<file path="src/rtl/ext_irq_pkg.sv">
package ext_irq_pkg;
  typedef enum logic {
    TRIG_LEVEL = 1'b0,
    TRIG_FALL  = 1'b1
  } trig_e;

  localparam int SYNC_DEPTH = 2;
endpackage

</file>
<file path="src/rtl/ext_irq_rst_sync.sv">
module ext_irq_rst_sync #(
  parameter int STAGES = 2
) (
  input  logic clk,
  input  logic rst_n,
  output logic rst_sync_n
);
  logic [STAGES-1:0] chain_q;
  logic [STAGES-1:0] chain_d;

  always_comb begin
    chain_d = {chain_q[STAGES-2:0], 1'b1};
  end

  always_ff @(posedge clk or negedge rst_n) begin
    if (!rst_n) chain_q <= '0;
    else        chain_q <= chain_d;
  end

  assign rst_sync_n = chain_q[STAGES-1];
endmodule

</file>
<file path="src/rtl/ext_irq_pin_sync.sv">
module ext_irq_pin_sync #(
  parameter int DEPTH = 2
) (
  input  logic clk,
  input  logic rst_n,
  input  logic pin,
  output logic lvl,
  output logic fall
);
  logic [DEPTH-1:0] stage_q;
  logic [DEPTH-1:0] stage_d;
  logic             prev_q;
  logic             prev_d;

  // stage 0 takes the pin, each later stage its predecessor
  genvar s;
  generate
    for (s = 0; s < DEPTH; s++) begin : g_stage
      if (s == 0) begin : g_first
        assign stage_d[s] = pin;
      end else begin : g_next
        assign stage_d[s] = stage_q[s-1];
      end
    end
  endgenerate

  always_comb begin
    prev_d = stage_q[DEPTH-1];
  end

  // idle-high reset value avoids a false edge or level at start-up
  always_ff @(posedge clk or negedge rst_n) begin
    if (!rst_n) begin
      stage_q <= '1;
      prev_q  <= 1'b1;
    end else begin
      stage_q <= stage_d;
      prev_q  <= prev_d;
    end
  end

  assign lvl  = stage_q[DEPTH-1];
  assign fall = prev_q & ~stage_q[DEPTH-1];
endmodule

</file>
<file path="src/rtl/ext_irq_flag.sv">
module ext_irq_flag
  import ext_irq_pkg::*;
(
  input  logic  clk,
  input  logic  rst_n,
  input  trig_e trig,
  input  logic  lvl,
  input  logic  fall,
  input  logic  ack,
  input  logic  wr_en,
  input  logic  wr_val,
  output logic  flag
);
  logic flag_q;
  logic flag_d;
  logic flag_en;

  always_comb begin
    flag_d = flag_q;
    if (trig == TRIG_LEVEL) begin
      flag_d = ~lvl;
    end else begin
      if (wr_en) flag_d = wr_val;
      if (ack)   flag_d = 1'b0;
      if (fall)  flag_d = 1'b1;
    end
  end

  always_comb begin
    flag_en = (trig == TRIG_LEVEL) | wr_en | ack | fall;
  end

  always_ff @(posedge clk or negedge rst_n) begin
    if (!rst_n)       flag_q <= 1'b0;
    else if (flag_en) flag_q <= flag_d;
  end

  assign flag = flag_q;
endmodule

</file>
<file path="src/rtl/ext_irq_detect.sv">
module ext_irq_detect
  import ext_irq_pkg::*;
#(
  parameter int N_CH = 2
) (
  input  logic            clk,
  input  logic            rst_n,
  input  logic [N_CH-1:0] pin_i,
  input  logic [N_CH-1:0] ack_i,
  input  logic            cfg_we_i,
  input  logic [N_CH-1:0] wr_type_i,
  input  logic [N_CH-1:0] wr_flag_i,
  output logic [N_CH-1:0] type_o,
  output logic [N_CH-1:0] irq_o
);
  logic            rst_sync_n;
  logic [N_CH-1:0] type_q;
  logic [N_CH-1:0] type_d;
  logic [N_CH-1:0] lvl_w;
  logic [N_CH-1:0] fall_w;

  ext_irq_rst_sync #(.STAGES(2)) u_rst (
    .clk        (clk),
    .rst_n      (rst_n),
    .rst_sync_n (rst_sync_n)
  );

  always_comb begin
    type_d = cfg_we_i ? wr_type_i : type_q;
  end

  always_ff @(posedge clk or negedge rst_sync_n) begin
    if (!rst_sync_n)   type_q <= '0;
    else if (cfg_we_i) type_q <= type_d;
  end

  genvar c;
  generate
    for (c = 0; c < N_CH; c++) begin : g_ch
      ext_irq_pin_sync #(.DEPTH(SYNC_DEPTH)) u_sync (
        .clk   (clk),
        .rst_n (rst_sync_n),
        .pin   (pin_i[c]),
        .lvl   (lvl_w[c]),
        .fall  (fall_w[c])
      );

      ext_irq_flag u_flag (
        .clk    (clk),
        .rst_n  (rst_sync_n),
        .trig   (trig_e'(type_q[c])),
        .lvl    (lvl_w[c]),
        .fall   (fall_w[c]),
        .ack    (ack_i[c]),
        .wr_en  (cfg_we_i),
        .wr_val (wr_flag_i[c]),
        .flag   (irq_o[c])
      );
    end
  endgenerate

  assign type_o = type_q;
endmodule

</file>
<file path="config.mk">
export PLATFORM = sky130hd
export DESIGN_NAME = ext_irq_detect
export DESIGN_NICKNAME = d
export VERILOG_FILES = /design/src/rtl/ext_irq_pkg.sv /design/src/rtl/ext_irq_rst_sync.sv /design/src/rtl/ext_irq_pin_sync.sv /design/src/rtl/ext_irq_flag.sv /design/src/rtl/ext_irq_detect.sv
export SDC_FILE = /design/constraint.sdc
export NUM_CORES = 1
export LEC_CHECK = 0
export BUFFER_PORTS_ARGS = -buffer_cell sky130_fd_sc_hd__buf_2
export CORE_AREA = 2 2 39 41
export DETAILED_ROUTE_END_ITERATION = 7
export DIE_AREA = 0 0 41 43
export SLEW_MARGIN = 20
export SYNTH_ARGS = -nofsm -noshare
export SYNTH_HDL_FRONTEND = slang
export SYNTH_SLANG_ARGS = --single-unit
export TNS_END_PERCENT = 1
</file>
<file path="constraint.sdc">
create_clock -name clk -period 0.8 [get_ports clk]
set_input_delay 0.04 -clock clk [delete_from_list [all_inputs] [get_ports clk]]
set_output_delay 0.04 -clock clk [all_outputs]
set_load 0.02 [all_outputs]
</file>
==> results.sh <==
export IMPL_worst_path_dominant_cell_family="flip-flops"
export IMPL_synth_nets=40
export IMPL_r2r_end="g_ch[0].u_flag.flag$_DFFE_PN0P_"
export IMPL_grt_usage=0.0890
export IMPL_place_gp_congestion=0.540
export IMPL_yosys_top_cells_area="dfstp_2 37%, dfrtp_1 35%, o32ai_2 7.5%"
export IMPL_grt_pass1_vias=253
export IMPL_clock_sinks=12
export IMPL_final_cells=67
export IMPL_path_max_fanout=3
export IMPL_p_leak_nw=0.292
export IMPL_io_pins=15
export IMPL_final_area_um2=627
export IMPL_startpoint_type="register"
export IMPL_cp_slowest_cell="dfrtp_1"
export IMPL_yosys_area_top_type="dfstp_2"
export IMPL_crit_type="register to output port"
export IMPL_powerDensity_mw_per_mm2=2100
export IMPL_place_detailed_hpwl_um=432
export IMPL_root_buffer="clkbuf_4"
export IMPL_cp_required_ns=0.76
export IMPL_reg2reg_slack_ns=-0.05
export IMPL_clockBufferDepth=2
export IMPL_finalHoldViolations=0
export IMPL_avgSynthCellArea_um2=14.9
export IMPL_drtIter0Drc=1
export IMPL_finalWorstSetupSlack_ns=-0.0457
export IMPL_grt_max_degree=11
export IMPL_drive_gt1_frac=0.569
export IMPL_cts_tree="done"
export IMPL_multi_input_area_um2=88.8
export IMPL_yosysSeqAreaShare=0.713
export IMPL_rsz0062_at_grt="true"
export IMPL_n_antenna_cell=0
export IMPL_dp_cells=55
export IMPL_status="finished, violations left"
export IMPL_max_cap_violations=0
export IMPL_io_buffer_count=14
export IMPL_violations="setup timing"
export IMPL_via_per_inst=4.10
export IMPL_worstRegToRegCells=3
export IMPL_wl_um=650
export IMPL_crit_buf_inv=1
export IMPL_startpoint="type_o[1]$_DFFE_PN0P_"
export IMPL_yosys_area_top_type_share=0.365
export IMPL_fmax_mhz=1180
export IMPL_initial_core_util=0.312
export IMPL_cts_max_level=1
export IMPL_crit_path_end_kind="output port"
export IMPL_area_growth_pct=45.2
export IMPL_holdWs_ns=0.0658
export IMPL_synthCells=29
export IMPL_post_dp_cell_area_um2=492
export IMPL_nFillCells=139
export IMPL_rows=14
export IMPL_die_y_um=43
export IMPL_gr_total_overflow=0
export IMPL_report_final_slew_viol_count=0
export IMPL_cpPeakStageDelay_ns=0.40
export IMPL_antenna_left=0
export IMPL_antenna_found_initial=0
export IMPL_hold_class="input pin to register"
export IMPL_ys_types=10
export IMPL_post_route_drc_count=0
export IMPL_drt_pass1_iterations=2
export IMPL_clk_pin_slew_ns=0.07
export IMPL_regArea_um2=308
export IMPL_fin_util=0.453
export IMPL_r2r_start="type_o[0]$_DFFE_PN0P_"
export IMPL_die_w_um=41
export IMPL_die_area_mm2=0.00176
export IMPL_synth_area_um2=432
export IMPL_crit_cells=1
export IMPL_clock_latency_ns=0.26
export IMPL_ys_ff_latch=12
export IMPL_fin_skew_ns=0.00462
export IMPL_grt_pass1_wl_um=986
export IMPL_cts_buffers_inserted=3
export IMPL_vias=275
export IMPL_finalCriticalPeriod_ns=0.846
export IMPL_vdd_ir_drop_max_mv=1.29
export IMPL_worstPathArrival_ns=0.81
export IMPL_path_cells="buf_6"
export IMPL_drt_wirelength_per_cell_um=9.70
export IMPL_endpoint="type_o[1]"
export IMPL_ys_warnings_count=0
export IMPL_fin_crit_sh=1.06
export IMPL_layout_nets=63
export IMPL_setup_viol=5
export IMPL_coreArea_mm2=0.00138
-- stage by stage --
stage	power (mW)	setup slack (ns)	setup TNS, ns
after floorplan	0.780	0.0764	0
after global placement	0.809	0.0517	0
after detailed placement	0.812	0.0468	0
after CTS	1.33	-0.0590	-0.229
after global routing	1.41	-0.0942	-0.488
final	1.32	-0.0457	-0.214
-- placed cells by master, fill, tap and decap left out, drive strengths merged --
cell type	synthesis	layout
o32ai	2	2
clkbuf	0	4
buf	4	15
dlygate4sd3	0	7
nor2b	2	2
nand2	2	2
conb	1	1
mux2i	2	2
o21ai	2	2
inv	2	2
dfrtp	6	6
dfstp	6	6
-- worst min path at each step --
stage / startpoint / to / slack (ns) / cells after the start
2_1_floorplan: rst_n / u_rst.chain_q[0]$_DFF_PN0_ / -0.26 / 0
3_3_place_gp: rst_n / u_rst.chain_q[1]$_DFF_PN0_ / -0.17 / 1
3_5_place_dp: rst_n / u_rst.chain_q[1]$_DFF_PN0_ / -0.17 / 1
4_1_cts: cfg_we_i / type_o[0]$_DFFE_PN0P_ / 0.06 / 2
5_1_grt: cfg_we_i / type_o[0]$_DFFE_PN0P_ / 0.06 / 2
6_report: cfg_we_i / type_o[0]$_DFFE_PN0P_ / 0.07 / 2
-- area by class of cell --
class                   instances  area share
clock buffers                   4      0.0579
inverters                       2      0.0160
multi-input cells              11       0.142
flip-flops and latches         12       0.491
well taps                      16      0.0319
repair buffers                 22       0.261
-- Yosys cell counts (all sizes together) --
library cell	n
nor2b	2
dfrtp	6
nand2	2
inv	2
o21ai	2
conb	1
buf	4
dfstp	6
mux2i	2
o32ai	2
-- metal layers --
layer  GRT usage  vias to the layer above  routed length [um]
met2       0.119                       12                 312
met3      0.0785                        0                  57
li1            -                      136                   -
met1       0.106                      127                 280
met4      0.0200                        0                   0
met5           0                        -                   0
-- power by group --
part           internal [mW]  switching (mW)
sequential             0.658          0.0285
clock                  0.276           0.186
combinational         0.0959          0.0710
total                   1.03           0.285
-- registers in the layout, summed over array words and instances (netlist names) --
signal	cells
u_rst.chain_q	2
type_o	2
g_ch.u_sync.prev_q	2
g_ch.u_flag.flag	2
g_ch.u_sync.stage_q	4
-- kinds of logic (layout without fill, tap and decap cells) --
| kind of cell | count (synthesis) | count (layout) | share of synthesized area |
|---|---|---|---|
| DFF | 12 | 12 | 0.713 |
| buffers and inverters | 6 | 28 | 0.0870 |
| AOI/OAI and AO/OA | 4 | 4 | 0.0985 |
| and+or+nand+nor | 4 | 4 | 0.0464 |
| muxes | 2 | 2 | 0.0464 |
| other | 1 | 1 | 0.00869 |
-- what timing repair did --
item                                   in CTS  in global routing
hold buffers                                7                  0
setup endpoints to repair                   4                  7
gates resized for setup                     2                  6
pin swaps                                   1                  1
buffers inserted                            1                  0
endpoints found under the hold margin       8                  0
No activity file was read; power rests on OpenSTA's default activity.
